**src/rtl/bist_pkg.sv**
```systemverilog
package bist_pkg;

    localparam int BYTE_W   = 8;
    localparam int LFSR_W   = BYTE_W + 1;
    localparam int LOOP_LEN = (1 << LFSR_W) - 1;
    localparam int POS_W    = $clog2(LOOP_LEN);
    localparam int TAP_B    = LFSR_W - 5;
    localparam int VIOL_HI  = 4;

    typedef logic [LFSR_W-1:0] lfsr_t;

    typedef struct packed {
        logic              viol;
        logic              spec;
        logic [BYTE_W-1:0] data;
    } sym_t;

    localparam lfsr_t SEED = lfsr_t'(1) << (LFSR_W - 1);
    localparam logic [BYTE_W-1:0] IDLE_BYTE = 8'hBC;
    localparam sym_t IDLE_SYM = '{viol: 1'b0, spec: 1'b1, data: IDLE_BYTE};

    // One step of x^9 + x^5 + 1 (left shift, feedback into bit 0)
    function automatic lfsr_t lfsr_step(lfsr_t s);
        return {s[LFSR_W-2:0], s[LFSR_W-1] ^ s[TAP_B]};
    endfunction

    // State to symbol: top bit set means data, clear means special
    function automatic sym_t lfsr_to_sym(lfsr_t s);
        sym_t y;
        y.data = s[BYTE_W-1:0];
        y.spec = ~s[LFSR_W-1];
        y.viol = ~s[LFSR_W-1] & (&s[BYTE_W-1:BYTE_W-VIOL_HI]);
        return y;
    endfunction

    // Inverse of the mapping, so the symbol register itself holds the state
    function automatic lfsr_t sym_to_lfsr(sym_t y);
        return {~y.spec, y.data};
    endfunction

endpackage

```
**src/rtl/bist_pattern_gen.sv**
```systemverilog
module bist_pattern_gen
    import bist_pkg::*;
(
    input  logic clk,
    input  logic rst,
    input  logic bist_on,
    input  logic load,
    input  sym_t din,
    output sym_t dout
);

    logic bist_q;
    sym_t hold_q;
    sym_t hold_d;

    always_comb begin
        if (!bist_on) begin
            hold_d = load ? din : IDLE_SYM;
        end else if (!bist_q) begin
            hold_d = lfsr_to_sym(SEED);
        end else begin
            hold_d = lfsr_to_sym(lfsr_step(sym_to_lfsr(hold_q)));
        end
    end

    always_ff @(posedge clk) begin
        if (rst) begin
            bist_q <= 1'b0;
            hold_q <= IDLE_SYM;
        end else begin
            bist_q <= bist_on;
            hold_q <= hold_d;
        end
    end

    assign dout = hold_q;

endmodule

```
**src/rtl/bist_pattern_chk.sv**
```systemverilog
module bist_pattern_chk
    import bist_pkg::*;
(
    input  logic clk,
    input  logic rst,
    input  logic bist_on,
    input  sym_t rx,
    output logic err,
    output logic ready
);

    typedef enum logic {HUNT, RUN} chk_state_t;

    chk_state_t       state_q;
    lfsr_t            exp_q;
    logic [POS_W-1:0] pos_q;
    sym_t             exp_sym;

    assign exp_sym = lfsr_to_sym(exp_q);

    always_ff @(posedge clk) begin
        if (rst || !bist_on) begin
            state_q <= HUNT;
            exp_q   <= SEED;
            pos_q   <= '0;
            err     <= 1'b0;
            ready   <= 1'b0;
        end else begin
            err   <= 1'b0;
            ready <= 1'b0;
            if (state_q == HUNT) begin
                if (rx == lfsr_to_sym(SEED)) begin
                    state_q <= RUN;
                    exp_q   <= lfsr_step(SEED);
                    pos_q   <= POS_W'(1);
                end
            end else begin
                err   <= (rx != exp_sym);
                exp_q <= lfsr_step(exp_q);
                if (pos_q == POS_W'(LOOP_LEN - 1)) begin
                    pos_q <= '0;
                    ready <= 1'b1;
                end else begin
                    pos_q <= pos_q + POS_W'(1);
                end
            end
        end
    end

endmodule

```
**src/rtl/bist_loop_unit.sv**
```systemverilog
module bist_loop_unit
    import bist_pkg::*;
(
    input  logic              clk,
    input  logic              rst,
    input  logic              bist_en_n,
    input  logic              tx_load,
    input  logic [BYTE_W-1:0] tx_data_in,
    input  logic              tx_spec_in,
    input  logic              tx_viol_in,
    output logic [BYTE_W-1:0] tx_data,
    output logic              tx_spec,
    output logic              tx_viol,
    input  logic [BYTE_W-1:0] rx_data,
    input  logic              rx_spec,
    input  logic              rx_viol,
    output logic              chk_err,
    output logic              chk_ready
);

    logic bist_on;
    sym_t tx_in_sym;
    sym_t tx_sym;
    sym_t rx_sym;

    assign bist_on   = ~bist_en_n;
    assign tx_in_sym = '{viol: tx_viol_in, spec: tx_spec_in, data: tx_data_in};
    assign rx_sym    = '{viol: rx_viol, spec: rx_spec, data: rx_data};

    bist_pattern_gen u_gen (
        .clk     (clk),
        .rst     (rst),
        .bist_on (bist_on),
        .load    (tx_load),
        .din     (tx_in_sym),
        .dout    (tx_sym)
    );

    assign tx_data = tx_sym.data;
    assign tx_spec = tx_sym.spec;
    assign tx_viol = tx_sym.viol;

    bist_pattern_chk u_chk (
        .clk     (clk),
        .rst     (rst),
        .bist_on (bist_on),
        .rx      (rx_sym),
        .err     (chk_err),
        .ready   (chk_ready)
    );

endmodule

```
**config.mk**
```make
export PLATFORM = sky130hd
export DESIGN_NAME = bist_loop_unit
export DESIGN_NICKNAME = d
export VERILOG_FILES = /design/src/rtl/bist_pkg.sv /design/src/rtl/bist_pattern_gen.sv /design/src/rtl/bist_pattern_chk.sv /design/src/rtl/bist_loop_unit.sv
export SDC_FILE = /design/constraint.sdc
export NUM_CORES = 1
export LEC_CHECK = 0
export BUFFER_PORTS_ARGS = -buffer_cell sky130_fd_sc_hd__buf_2
export CAP_MARGIN = 20
export CORE_MARGIN = 2
export CORE_UTILIZATION = 55
export CTS_CLUSTER_DIAMETER = 100
export DETAILED_ROUTE_END_ITERATION = 10
export PLACE_DENSITY_LB_ADDON = 0.08
export SYNTH_ARGS = -nofsm -noshare
export SYNTH_HDL_FRONTEND = slang
export SYNTH_SLANG_ARGS = --single-unit
```
**constraint.sdc**
```tcl
create_clock -name clk -period 3.8 [get_ports clk]
set_input_delay 0.57 -clock clk [delete_from_list [all_inputs] [get_ports clk]]
set_output_delay 0.57 -clock clk [all_outputs]
set_load 0.005 [all_outputs]
```
==> results of run 1 <==
==> kinds of logic (layout without fill, tap and decap cells) <==
| logic type | Yosys count | after routing | share of synthesized area [%] |
|---|---|---|---|
| adder cells (fa/ha/maj) | 2 | 2 | 1.797 |
| XOR/XNOR | 12 | 12 | 7.548 |
| flip-flops | 32 | 32 | 46.00 |
| AO/OA/AOI/OAI | 37 | 37 | 19.59 |
| buffers and inverters | 10 | 49 | 3.863 |
| AND/OR/NAND/NOR | 57 | 57 | 21.20 |
==> cells in the mapped netlist, types with 3 or more instances <==
library cell  count  area (um2)
a21oi_1          11       55.05
a22o_1            6       52.55
a32oi_1           3       26.28
and3_1            3       18.77
dfxtp_1          32       640.6
inv_1             6       22.52
nand2_1           9       33.78
nand3_1           5       25.02
nand4_1           4       25.02
nor2_1           20       75.07
nor4_1            3       18.77
or3_1             3       18.77
xnor2_1           9       78.83
xor2_1            3       26.28
==> per-stage QoR <==
step                total power, mW  utilization, %  cell area, um2  setup WS [ns]
detailed placement           0.4023           64.71            1574          1.559
floorplan                    0.3781               -            1393          2.038
global placement             0.4009           64.71            1574          1.616
global route                 0.7063           68.62            1669          1.742
CTS                          0.6887           68.62            1669          1.893
finish                       0.6848           68.62            1669          1.875
==> worst register-to-register path: stages (launching register included) <==
cell and delay [ns]:
dfxtp_1 0.50, or3b_4 0.47, a21o_4 0.23, or3_1 0.34
o21ai_1 0.07
==> metal layers <==
layer | vias to the layer above | global-route usage, % | part of all wire (%)
met4 | 0 | 7.500 | 1.5
met3 | 7 | 8.197 | 5.9
met5 | - | 0 | 0
met2 | 40 | 37.55 | 47
li1 | 618 | - | -
met1 | 559 | 27.47 | 45
==> final timing paths <==
path	depth (start not counted)	from	end
min reg2reg	2	u_chk.pos_q[6]$_SDFFE_PP0P_	u_chk.pos_q[6]$_SDFFE_PP0P_
max reg2reg	4	u_chk.state_q$_SDFF_PP0_	u_chk.pos_q[5]$_SDFFE_PP0P_
min	3	tx_data_in[5]	u_gen.dout[5]$_SDFF_PP1_
max	5	bist_en_n	u_chk.pos_q[2]$_SDFFE_PP0P_
==> cell type report <==
cell class | count | area share, %
clock inverters | 1 | 1.799
flip-flops and latches | 32 | 38.38
well taps | 30 | 2.249
multi-input cells | 108 | 41.83
clock buffers | 7 | 3.898
inverters | 6 | 1.349
repair buffers | 35 | 10.49
==> sequential cells by signal (all words and copies together), names as in the netlist <==
register,count
u_chk.state_q,1
u_gen.dout,10
u_chk.pos_q,9
u_chk.ready,1
u_chk.err,1
u_chk.exp_q,9
u_gen.bist_q,1
==> report_power, final <==
part           switching, mW  leakage [nW]  total, mW  internal, mW
clock                  0.115        0.0515      0.290         0.175
combinational         0.0236         0.404     0.0472        0.0236
sequential           0.00555         0.260      0.348         0.342
total                  0.145         0.716      0.685         0.540
==> impl_metrics.csv, run 1 <==
group,metric,value,unit
outcome,status,"finished, final reports clean",
routing,num_vias,1224,
clock_tree,path_clk_slew,0.10,ns
sta,max_freq,519.6,MHz
grt,first_global_vias,1104,
sta,hold_violations,0,
yosys,synth.distinct_cells,37,
yosys,syn_inst,150,
yosys,syn_area,0.001393,mm2
yosys,ys.flop_type,"dfxtp_1",
cells_and_area,synthToLayoutAreaGrowth,19.86,%
grt,track_usage,22.78,%
yosys,async_flop_share,0,%
cells_and_area,layout_common_cells,"buf_2 (35), dfxtp_1 (32), nor2_1 (20)",
cells_and_area,final_common_cell,"buf_2",
clock_tree,cts-root-buf,"clkbuf_4",
yosys,syn_nets,176,
cells_and_area,final_net_count,214,
yosys,syn_avg_cell_area,9.284,um2
yosys,synth_edf_count,0,
cells_and_area,seqCellArea,640.6,um2
sta,maxSlewViolCount,0,
routing,wire_per_inst,13.08,um
die,ios,36,
min_path,hold_class,"input port to flip-flop",
sta,timing.final.crit_period,1.925,ns
clock_tree,cts_tree,"done",
yosys,yosys_register_bits,32,
critical_path,path_max_fanout,14,
critical_path,path_class,"input port to flip-flop",
sta,tns,0,ns
die,start_util,57.25,%
sta,timing.final.crit_share,50.65,%
place,place_hpwl,2112,um
routing,drtAntennaViolNets,0,
sta,rsz0062_at_grt,"no",
critical_path,required,4.08,ns
grt,grt_pass1_wl,4761,um
sta,hold_ws,0.4522,ns
clock_tree,insertion_delay,0.33,ns
cells_and_area,drive_above_1_share,25.93,%
clock_tree,clk_path_buf_depth,2,
grt,grt_overflow,0,
place,placedCellCount,211,
yosys,yosys_warnings,0,
clock_tree,cts_buffers,5,
power,p_leak,0.7157,nW
sta,worstMarginPinSlew,0.9299,ns
power,cellPowerDensity,410.3,mW/mm2
clock_tree,htree_num_levels,2,
power,irDropWorstVdd,293.4,uV
sta,slew_headroom,38.01,%
cells_and_area,diodes,0,
critical_path,end_kind,"flip-flop",
clock_tree,cts_resized,0,
grt,antenna_found_initial,0,
clock_tree,cts_setup_buffers,0,
critical_path,worst_ep_arrival_time,2.21,ns
critical_path,start_kind,"input port",
yosys,ys_seq_area_share,46.00,%
sta,report.final.setup_viol,0,
cells_and_area,layout.cells.non_filler,219,
routing,drcViolationCount,0,
die,core-area,0.002432,mm2
sta,fin_skew,0.003619,ns
routing,drtIter0Drc,24,
die,dieArea,0.002951,mm2
die,die_height,54.32,um
critical_path,crit_path_cell_trace,"buf_2, or2_4, a311oi_2, o21bai_1, a21o_1",
critical_path,slowest_stage,"a311oi_2",
die,rows,18,
routing,drt_pre_antenna_iters,4,
routing,routed_wl,2864,um
grt,grt_max_degree,15,
routing,avgViaCountPerCell,5.589,
critical_path,rrSetupSlack,2.12,ns
clock_tree,cts_hold_buf,0,
place,finalWeightedCongestion,0.8167,
critical_path,critPathBufInv,1,
critical_path,crit_family,"compound AO/OA/AOI/OAI gates",
die,die_w,54.32,um
cells_and_area,multiInputGateArea,698.2,um2
place,place.port_buffers,35,
cells_and_area,nFillCells,190,
run,maxCapViolCount,0,
clock_tree,cts_sinks,32,
critical_path,cpPeakStageDelay,0.82,ns
No activity file was read; power rests on OpenSTA's default activity.
==> run 2, diff against run 1 <==
Settings changed: CORE_UTILIZATION 55 to 51.
Clock period 3.8 ns to 1.9 ns, I/O delays scaled along.
==> run 2 against run 1 <==
Clock-buffer cell count is the same. Sequential cell count unchanged. Register-to-register slack worse by 1.8 ns. Setup slack got worse by 1.6 ns. Global-route usage decreased by 2.4 points. Die area grew 7.3%. Highest routed layer unchanged.
==> impl_metrics.csv, run 2 (synthesis results as in run 1) <==
group,metric,value,unit
grt,first_global_vias,1161,
power,irDropWorstVdd,699.4,uV
min_path,holdPathStages,3,
routing,drcViolationCount,0,
clock_tree,clk_path_buf_depth,2,
place,place.port_buffers,35,
sta,rsz0062_at_grt,"no",
critical_path,crit-reg2reg-launch,"u_chk.pos_q[0]$_SDFFE_PP0P_",
grt,track_usage,20.35,%
cells_and_area,fin_util,66.77,%
place,place_hpwl,2329,um
clock_tree,cts_tree,"done",
die,dieArea,0.003165,mm2
critical_path,r2r_cells,6,
sta,hold_violations,0,
sta,maxSlewViolCount,0,
clock_tree,htree_num_levels,2,
cells_and_area,seqCellArea,640.6,um2
clock_tree,path_clk_slew,0.10,ns
routing,drt_pre_antenna_iters,4,
cells_and_area,largest_reg_flops,10,
clock_tree,cts_hold_buf,0,
routing,routed_wl,3068,um
clock_tree,cts-root-buf,"clkbuf_4",
min_path,hp-start,"tx_data_in[3]",
min_path,hold_class,"input port to flip-flop",
run,maxCapViolCount,0,
critical_path,path_max_fanout,7,
sta,slew_headroom,38.14,%
cells_and_area,nFillCells,231,
place,finalWeightedCongestion,0.8195,
critical_path,rrSetupSlack,0.29,ns
critical_path,end_kind,"flip-flop",
clock_tree,insertion_delay,0.33,ns
critical_path,path_class,"flip-flop to flip-flop",
grt,grt_overflow,0,
critical_path,worst_ep_arrival_time,1.88,ns
clock_tree,cts_setup_buffers,0,
die,die_w,56.26,um
routing,avgViaCountPerCell,5.747,
die,die_height,56.26,um
grt,antenna_found_initial,0,
critical_path,rr_endpoint,"u_chk.pos_q[6]$_SDFFE_PP0P_",
power,finalPower,1.370,mW
sta,timing.final.crit_share,84.81,%
critical_path,required,2.17,ns
routing,drtAntennaViolNets,0,
die,start_util,55.21,%
die,rows,18,
sta,fin_skew,0.002592,ns
grt,grt_max_degree,15,
clock_tree,cts_sinks,32,
sta,hold_ws,0.1651,ns
die,ios,36,
cells_and_area,diodes,0,
clock_tree,cts_buffers,5,
critical_path,start_kind,"flip-flop",
sta,worstMarginPinSlew,0.9279,ns
sta,report.final.setup_viol,0,
cells_and_area,layout_common_cells,"buf_2 (35), dfxtp_1 (32), nor2_1 (20)",
grt,grt_pass1_wl,5078,um
clock_tree,cts_resized,0,
cells_and_area,drive_above_1_share,26.70,%
routing,num_vias,1270,
die,core-area,0.002522,mm2
min_path,whs_endpoint,"u_gen.dout[3]$_SDFF_PP1_",
routing,drtIter0Drc,30,
power,cellPowerDensity,813.6,mW/mm2
cells_and_area,synthToLayoutAreaGrowth,20.93,%
sta,tns,0,ns
cells_and_area,final_common_cell,"buf_2",
cells_and_area,multiInputGateArea,698.2,um2
sta,max_freq,620.6,MHz
routing,wire_per_inst,13.88,um
outcome,status,"finished, final reports clean",
cells_and_area,final_net_count,216,
sta,timing.final.crit_period,1.611,ns
power,p_leak,0.7256,nW
## run 2: changes by cell type in the layout (fill, tap and decap cells not counted), sizes merged
cell and delta:
buf +2
## run 2: per-stage QoR
step	cell area, um2	setup WS [ns]	cells
floorplan	1393	0.4165	150
global placement	1589	0.05685	213
detailed placement	1589	0.01258	213
CTS	1684	0.2819	221
global route	1684	0.1466	221
finish	1684	0.2886	221
## run 2: worst max path at each step
stage,startpoint,to,slack [ns],cells after the start
2_1_floorplan,u_chk.state_q$_SDFF_PP0_,u_chk.pos_q[7]$_SDFFE_PP0P_,0.42,5
3_3_place_gp,bist_en_n,u_chk.pos_q[3]$_SDFFE_PP0P_,0.06,5
3_5_place_dp,bist_en_n,u_chk.pos_q[3]$_SDFFE_PP0P_,0.01,5
4_1_cts,u_chk.pos_q[0]$_SDFFE_PP0P_,u_chk.pos_q[6]$_SDFFE_PP0P_,0.28,6
5_1_grt,u_chk.state_q$_SDFF_PP0_,u_chk.pos_q[2]$_SDFFE_PP0P_,0.15,4
6_report,u_chk.pos_q[0]$_SDFFE_PP0P_,u_chk.pos_q[6]$_SDFFE_PP0P_,0.29,6
## run 2: final cells by class
cell class | instances | share of cell area [%]
Multi-Input combinational cell | 108 | 41.46
Sequential cell | 32 | 38.04
Timing Repair Buffer | 37 | 11.29
Clock buffer | 7 | 3.863
Tap cell | 30 | 2.229
Clock inverter | 1 | 1.783
Inverter | 6 | 1.337
## run 2: power breakdown
part / leakage (nW) / internal [mW] / switching [mW]
Clock: 0.0515 / 0.349 / 0.229
Combinational: 0.414 / 0.0484 / 0.0483
Sequential: 0.260 / 0.684 / 0.0112
Total: 0.726 / 1.08 / 0.288
## run 2: worst max-delay path: stages (launching register included)
cell     delay [ns]
dfxtp_1        0.37
inv_1          0.08
ha_1           0.19
and4_1         0.23
a21o_4         0.25
or3_1          0.35
o21ai_1        0.08
## run 2: layer usage
layer	up-vias	global-route usage (%)	share of wire [%]
li1	622	-	-
met1	611	25.04	44
met2	32	33.28	50
met3	5	7.373	5.6
met4	0	6.122	1.1
met5	-	0	0
